`src/rtl/mf_maint_chan.sv`:
```
module mf_maint_chan #(
  parameter int MSG_W    = 4,
  parameter int MF_GROUP = 6,
  parameter int AW       = 3
) (
  input  logic             clk,
  input  logic             rst_n,
  input  logic             mf_start,
  input  logic             slot_stb,
  input  logic             rx_bit1,
  input  logic             rx_bit2,
  input  logic             wr_en,
  input  logic [AW-1:0]    wr_addr,
  input  logic [MSG_W-1:0] wr_data,
  output logic             tx_bit1,
  output logic             tx_bit2,
  output logic [MSG_W-1:0] rx_msg1,
  output logic [MSG_W-1:0] rx_msg2,
  output logic             irq_rx1,
  output logic             irq_rx2,
  output logic             irq_mf,
  output logic             irq_6mf
);
  localparam int IW = $clog2(MSG_W + 1);
  localparam int GW = $clog2(MF_GROUP);
  localparam logic [IW-1:0] IDX_LAST = IW'(MSG_W - 1);
  localparam logic [IW-1:0] IDX_IDLE = IW'(MSG_W);
  localparam logic [GW-1:0] GRP_LAST = GW'(MF_GROUP - 1);
  localparam logic [AW-1:0] A_LO  = AW'(0);
  localparam logic [AW-1:0] A_HI  = AW'(1);
  localparam logic [AW-1:0] A_SC2 = AW'(2);
  localparam logic [AW-1:0] A_CTL = AW'(3);
  localparam logic [AW-1:0] A_IE  = AW'(4);

  logic [MSG_W-1:0] lo_msg, hi_msg, sc2_msg;
  logic             hi_pend;
  logic [1:0]       en;
  logic             v3x, ie5, ie30;
  logic [1:0][MSG_W-1:0] cur;
  logic [IW-1:0]    idx;
  logic [GW-1:0]    grp;
  logic [IW-1:0]    bsel;
  logic             slot_ok;
  logic [1:0]       rxb, txb, irq_rx;
  logic [1:0][MSG_W-1:0] acc;

  assign bsel    = IDX_LAST - idx;
  assign slot_ok = slot_stb && !mf_start && (idx != IDX_IDLE);
  assign rxb     = {rx_bit2, rx_bit1};

  always_ff @(posedge clk) begin
    if (!rst_n) begin
      lo_msg  <= '0;
      hi_msg  <= '0;
      sc2_msg <= '0;
      hi_pend <= 1'b0;
      en      <= '0;
      v3x     <= 1'b0;
      ie5     <= 1'b0;
      ie30    <= 1'b0;
      cur     <= '0;
      idx     <= IDX_IDLE;
      grp     <= '0;
      irq_mf  <= 1'b0;
      irq_6mf <= 1'b0;
    end else begin
      irq_mf  <= 1'b0;
      irq_6mf <= 1'b0;
      if (mf_start) begin
        idx     <= '0;
        cur[0]  <= hi_pend ? hi_msg : lo_msg;
        cur[1]  <= sc2_msg;
        hi_pend <= 1'b0;
        irq_mf  <= ie5;
        if (grp == GRP_LAST) begin
          grp     <= '0;
          irq_6mf <= ie30;
        end else begin
          grp <= grp + 1'b1;
        end
      end else if (slot_ok) begin
        idx <= idx + 1'b1;
      end
      if (wr_en) begin
        case (wr_addr)
          A_LO:  lo_msg <= wr_data;
          A_HI: begin
            hi_msg  <= wr_data;
            hi_pend <= 1'b1;
          end
          A_SC2: sc2_msg <= wr_data;
          A_CTL: begin
            en  <= wr_data[1:0];
            v3x <= wr_data[2];
          end
          A_IE: begin
            ie5  <= wr_data[0];
            ie30 <= wr_data[1];
          end
          default: ;
        endcase
      end
    end
  end

  for (genvar ch = 0; ch < 2; ch++) begin : g_ch
    logic [MSG_W-1:0] sh, cand, word;
    logic [1:0]       cnt, cnt_nx;
    logic             done, accept;

    assign txb[ch] = (en[ch] && idx != IDX_IDLE) ? cur[ch][bsel] : 1'b1;
    assign word    = {sh[MSG_W-2:0], rxb[ch]};
    assign done    = slot_ok && en[ch] && (idx == IDX_LAST);
    assign cnt_nx  = (word != cand) ? 2'd1 : (cnt == 2'd3) ? 2'd3 : cnt + 2'd1;
    assign accept  = !v3x || (cnt_nx == 2'd3);

    always_ff @(posedge clk) begin
      if (!rst_n) begin
        sh         <= '0;
        cand       <= '1;
        cnt        <= '0;
        acc[ch]    <= '1;
        irq_rx[ch] <= 1'b0;
      end else begin
        irq_rx[ch] <= 1'b0;
        if (slot_ok && en[ch]) sh <= word;
        if (done) begin
          cand <= word;
          cnt  <= cnt_nx;
          if (accept && word != acc[ch]) begin
            acc[ch]    <= word;
            irq_rx[ch] <= 1'b1;
          end
        end
      end
    end
  end

  assign tx_bit1 = txb[0];
  assign tx_bit2 = txb[1];
  assign rx_msg1 = acc[0];
  assign rx_msg2 = acc[1];
  assign irq_rx1 = irq_rx[0];
  assign irq_rx2 = irq_rx[1];
endmodule


```
`config.mk`:
```
export PLATFORM = sky130hd
export DESIGN_NAME = mf_maint_chan
export DESIGN_NICKNAME = d
export VERILOG_FILES = /design/src/rtl/mf_maint_chan.sv
export SDC_FILE = /design/constraint.sdc
export NUM_CORES = 1
export LEC_CHECK = 0
export BUFFER_PORTS_ARGS = -buffer_cell sky130_fd_sc_hd__clkbuf_2
export CORE_ASPECT_RATIO = 1.25
export CORE_UTILIZATION = 40
export DETAILED_ROUTE_END_ITERATION = 8
export GPL_TIMING_DRIVEN = 0
export SYNTH_ARGS = -nofsm -noshare
export SYNTH_HDL_FRONTEND = slang
export SYNTH_SLANG_ARGS = --single-unit
```
`constraint.sdc`:
```
create_clock -name clk -period 2.19 [get_ports clk]
set_input_delay 0.438 -clock clk [delete_from_list [all_inputs] [get_ports clk]]
set_output_delay 0.438 -clock clk [all_outputs]
set_load 0.005 [all_outputs]
```
==> flow_summary.toml, run 1 <==
[run_status]
run_status = "complete, but fails checks"
violations = "design-rule violations"

[sta]
setup_ws_ns = 0.135
final.setup_skew_ns = 0.00411
hold_viol = 0
fmax_ghz = 0.487
worst_slew_pin_slew_ns = 0.610
finalSetupTns_ns = 0
finalCriticalPeriod_ns = 2.06
fin_crit_sh = 0.938
relSlewSlack = 0.592
maxSlewViolCount = 0
grt_setup_unrepaired = "false"
final-setup-viol-count = 0

[critical_path]
reg2reg_slack_ns = 0.39
critPathKind = "flip-flop to output port"
cp-start-kind = "flip-flop"
r2r_cells = 5
end_kind = "output port"
critical_path.top_delay_family = "multiplexers"
cp_slowest_cell = "mux4_1"
cp_num_cells = 3
cp-startpoint = "idx[0]$_SDFFE_PP0N_"
cp_slowest_stage_delay_ns = 0.58
worstReg2RegStart = "g_ch[1].sh[0]$_SDFFE_PN0P_"
arrival_ns = 1.62
critPathMaxFanout = 6
critPathRequiredTime_ns = 1.75
critPathCapture = "tx_bit1"
crit_chain = "mux4_1 > nand3b_1 > clkbuf_2"
rr_endpoint = "rx_msg2[0]$_SDFFE_PN1P_"
critPathBufInv = 1

[logic_synthesis]
synth-simple-area-share = 0.184
synth.distinct_cells = 41
async_flop_share = 0
synth-compound-area-share = 0.0566
synth-adder-area-share = 0.00928
synth_area_leaders = "dfxtp_1 46%, mux2i_1 16%, nor2_1 7.9%, xor2_1 2.6%, nand2_1 2.5%"
synthFlopType = "dfxtp_1"
yosysWarnings = 0
seq_area_frac_synth = 0.460
synth_fp_nets = 291
synth_xor_area_frac = 0.0738
syn-cell-area_mm2 = 0.00270
ys_seq_elements = 62
synth_edf_count = 0
synth_top_family_by_area = "simple AND/OR/NAND/NOR gates"
synth_mux_area_frac = 0.179
synth_area_per_cell_um2 = 9.80
netlist.top_cell.by_area = "dfxtp_1"
synth_top_cell_area_share = 0.460
synthCells = 275

[routing]
drtIter0Drc = 87
drc_errors = 2
firstDrtPassIters = 7
wire_per_inst_um = 13.4
drt-total-wl_um = 5410
vias_per_cell = 4.91
via_count = 1985
ant_nets = 0

[pwr]
ir_worst_vdd_mv = 0.436
report.power.total_uw = 2280
power_density_mw_per_mm2 = 728
p_leak_uw = 0.00126

[clock_network]
cts_buffers = 9
post_cts_resized = 0
holdBufCountCts = 0
clkLatencyLatePin_ns = 0.33
clock_path_buffers = 2
cts.reportedPaths.clkPinSlew_ns = 0.07
h-tree-depth = 3
cts_tree = "yes"
clock-root-buffer = "clkbuf_8"
clock-sinks = 62
post_cts_buffers = 0

[floorplanning]
die_h_um = 93.8
row_count = 33
coreArea_mm2 = 0.00652
die_w_um = 75.4
io_pins = 28
die_area_mm2 = 0.00708
start_util = 0.413

[global_routing]
grt_pass1_wl_um = 8650
grt_max_degree = 12
antenna_found_initial = 0
track_usage = 0.169
grt.overflow.total = 0
grt_pass1_vias = 1805

[place]
globalplace.congestion = 0.766
place_ws_ns = 0.192
hpwl_um = 3950
io_buffers = 26
dp_cells = 388

[worst_hold_path]
hp-class = "input pin to flip-flop"

[cells_and_area]
final-instance-count-excl-fill = 404
synthToLayoutAreaGrowth_pct = 16.3
final_nets = 328
antenna_cells = 0
drive_gt1_frac = 0.174
fillers = 667

[flow_run]
max_cap_violations = 0
## report_power, final
group | total [uW] | leakage, uW | switching, uW | internal, uW
combinational | 120 | 0.000659 | 74.0 | 46.1
clock | 1010 | 0.0000955 | 450 | 557
sequential | 1160 | 0.000503 | 12.9 | 1140
## logic make-up after synthesis
kind of cell               count (synthesis)
and+or+nand+nor                          105
buffers and inverters                     23
AOI/OAI and AO/OA                         20
muxes                                     45
adders and majority gates                  2
DFF                                       62
xor gates and xnor gates                  18
## worst min path at each step
stage,start,end,cells after the start
final,wr_data[3],sc2_msg[3]$_SDFFE_PN0P_,3
after global routing,wr_data[3],sc2_msg[3]$_SDFFE_PN0P_,3
after CTS,wr_data[3],sc2_msg[3]$_SDFFE_PN0P_,3
after detailed placement,ie30$_SDFFE_PN0P_,irq_6mf$_SDFF_PN0_,2
after global placement,ie30$_SDFFE_PN0P_,irq_6mf$_SDFF_PN0_,2
after floorplan,ie30$_SDFFE_PN0P_,irq_6mf$_SDFF_PN0_,2
## tightest hold or removal path, delay by kind of cell
kind | cells | cell delay, ns
buffers and inverters | 1 | 0.12
muxes | 1 | 0.07
and+or+nand+nor | 1 | 0.07
## synth_stat cells, types with 2 or more instances
cell type / instances
nor4_1: 3
xnor2_2: 3
buf_2: 2
ha_1: 2
nand3b_1: 2
nor4bb_1: 2
a21oi_1: 7
mux4_1: 2
a211oi_1: 5
inv_1: 5
nand3_1: 6
clkbuf_1: 12
xnor2_1: 6
nor3_1: 3
nand4_1: 2
mux2i_1: 43
nor2_1: 57
nand2_1: 18
o21ai_0: 2
dfxtp_1: 62
and4_1: 2
xor2_1: 8
and2_1: 3
## registers in the layout, indices dropped and copies added (netlist names), 2 cells and up
| signal | flops |
|---|---|
| hi_msg | 4 |
| rx_msg2 | 4 |
| idx | 3 |
| en | 2 |
| rx_msg1 | 4 |
| grp | 3 |
| g_ch.cnt | 4 |
| g_ch.cand | 8 |
| cur | 8 |
| sc2_msg | 4 |
| lo_msg | 4 |
| g_ch.sh | 6 |
## per-layer routing
metal / up-vias / GRT usage / part of all wire
met4: 0 / 0.100 / 0.024
met2: 34 / 0.276 / 0.50
met3: 10 / 0.0322 / 0.024
met1: 929 / 0.200 / 0.45
li1: 1012 / - / -
met5: - / 0 / 0
## through the flow
stage	util	cell area (um^2)	hold slack, ns
6_report	0.481	3140	0.400
3_3_place_gp	0.450	2940	0.444
3_5_place_dp	0.450	2940	0.443
5_1_grt	0.481	3140	0.385
2_1_floorplan	-	2700	0.422
4_1_cts	0.481	3140	0.385
## final cells by class
| class | count | area [um^2] | area share |
|---|---|---|---|
| tap | 87 | 109 | 0.0347 |
| clock inverter | 5 | 58.8 | 0.0187 |
| clock buffer | 11 | 141 | 0.0451 |
| timing repair buffer | 26 | 130 | 0.0415 |
| multi-input combinational | 190 | 1360 | 0.432 |
| inverter | 6 | 22.5 | 0.00718 |
| sequential | 62 | 1240 | 0.396 |
| buffer | 17 | 77.6 | 0.0247 |
## placed cells by master, fill, tap and decap left out, types with 6 or more instances in the layout
| cell | netlist | final |
|---|---|---|
| clkbuf_1 | 12 | 13 |
| xor2_1 | 8 | 8 |
| xnor2_1 | 6 | 6 |
| mux2i_1 | 43 | 43 |
| clkbuf_2 | 0 | 26 |
| a21oi_1 | 7 | 7 |
| clkbuf_8 | 0 | 10 |
| nand3_1 | 6 | 6 |
| nand2_1 | 18 | 18 |
| dfxtp_1 | 62 | 61 |
| nor2_1 | 57 | 57 |
Note: power is estimated with default switching activity, not from simulation.
==> run 2, diff against run 1 <==
Settings changed: CORE_UTILIZATION 40 to 50, PLACE_DENSITY set to 0.69.
==> run 2 against run 1 <==
The flow now finishes without violations. Sequential power barely moved. Power increased by 5.1%. Critical path depth is the same. Maximum frequency down 0.29%. Design area shrank 0.32%. Critical endpoint unchanged. Largest cell class unchanged.
==> flow_summary.toml, run 2 (same netlist as run 1, synthesis figures left out) <==
[routing]
drt-total-wl_um = 5500
drtIter0Drc = 66
via_count = 1978
ant_nets = 0
wire_per_inst_um = 14.5
vias_per_cell = 5.23
firstDrtPassIters = 4
drc_errors = 0

[floorplanning]
die_area_mm2 = 0.00569
start_util = 0.527
io_pins = 28
coreArea_mm2 = 0.00512
row_count = 29
die_h_um = 84.1
die_w_um = 67.7

[cells_and_area]
final_common_cell = "dfxtp_1"
synthToLayoutAreaGrowth_pct = 16.0
antenna_cells = 0
drive_gt1_frac = 0.174
final-instance-count-excl-fill = 378
final_cell_mix = "61 x dfxtp_1, 57 x nor2_1, 43 x mux2i_1"
final_nets = 328
largestRegisters = "cur: 8 flops, g_ch.cand: 8 flops, g_ch.sh: 6 flops"

[global_routing]
grt_pass1_vias = 1914
grt_max_degree = 11
grt.overflow.total = 0
track_usage = 0.217
grt_pass1_wl_um = 9070
antenna_found_initial = 0

[critical_path]
end_kind = "output port"
cp-startpoint = "idx[0]$_SDFFE_PP0N_"
cp-start-kind = "flip-flop"
critPathKind = "flip-flop to output port"
critPathRequiredTime_ns = 1.75
worstReg2RegStart = "idx[1]$_SDFFE_PP0N_"
critPathMaxFanout = 6
arrival_ns = 1.62

[clock_network]
clkLatencyLatePin_ns = 0.34
h-tree-depth = 3
post_cts_resized = 0
cts_tree = "yes"
clock-root-buffer = "clkbuf_8"
clock-sinks = 62
clock_path_buffers = 2
cts.reportedPaths.clkPinSlew_ns = 0.07
cts_buffers = 9
holdBufCountCts = 0
post_cts_buffers = 0

[place]
io_buffers = 26
dp_cells = 363
globalplace.congestion = 0.761
hpwl_um = 3890

[flow_run]
max_cap_violations = 0

[pwr]
report.power.total_uw = 2400
power_density_mw_per_mm2 = 768
ir_worst_vdd_mv = 0.512
p_leak_uw = 0.00128

[run_status]
run_status = "completed"

[sta]
final-setup-viol-count = 0
relSlewSlack = 0.560
fmax_ghz = 0.485
maxSlewViolCount = 0
holdWs_ns = 0.373
hold_viol = 0
finalCriticalPeriod_ns = 2.06
finalSetupTns_ns = 0
grt_setup_unrepaired = "false"
fin_crit_sh = 0.941
final.setup_skew_ns = 0.00438
worst_slew_pin_slew_ns = 0.658

[worst_hold_path]
hp-class = "input pin to flip-flop"
hold_start = "wr_data[3]"
## run 2: changes by cell type in the layout (fill, tap and decap cells not counted)
| cell | delta |
|---|---|
| a21boi_0 | +1 |
| a21boi_1 | -1 |
| bufinv_16 | +1 |
| clkbuf_1 | -1 |
| clkbuf_8 | +1 |
| clkinv_2 | +1 |
| clkinv_4 | -1 |
| clkinvlp_4 | -2 |
## run 2: worst max-delay path, stage by stage, from the launching register on
cell      delay [ns]
dfxtp_2         0.41
mux4_1          0.58
nand3b_1        0.17
clkbuf_2        0.12
## run 2: final timing paths
path / end / slack, ns / depth (start not counted)
max: tx_bit1 / 0.13 / 3
min: lo_msg[3]$_SDFFE_PN0P_ / 0.37 / 3
max reg2reg: g_ch[1].sh[1]$_SDFFE_PN0P_ / 0.30 / 6
min reg2reg: irq_6mf$_SDFF_PN0_ / 0.45 / 2
## run 2: power breakdown
group | total, uW | internal (uW) | switching (uW)
Combinational | 122 | 46.0 | 75.8
Sequential | 1160 | 1150 | 13.5
Clock | 1120 | 692 | 429
Total | 2400 | 1880 | 518
## run 2: metrics by stage
stage / worst slack [ns] / cell area, um^2 / util
3_5_place_dp: 0.220 / 2900 / 0.568
2_1_floorplan: 0.520 / 2700 / -
3_3_place_gp: 0.221 / 2900 / 0.568
5_1_grt: 0.0659 / 3130 / 0.611
4_1_cts: 0.0413 / 3130 / 0.611
6_report: 0.129 / 3130 / 0.611
## run 2: layout make-up
type	count	area [um^2]
flip-flops and latches	62	1240
inverters	6	22.5
clock buffers	11	151
plain buffers	17	77.6
well taps	62	77.6
multi-input cells	190	1360
repair buffers	26	130
clock inverters	4	70.1
fillers	448	1990
## run 2: layer usage
layer | global-route usage | up-vias | share of wire | wire [um]
li1 | - | 1014 | - | -
met5 | 0 | - | 0 | 0
met4 | 0.110 | 0 | 0.019 | 104
met2 | 0.354 | 34 | 0.48 | 2650
met1 | 0.265 | 919 | 0.47 | 2610
met3 | 0.0369 | 11 | 0.026 | 142
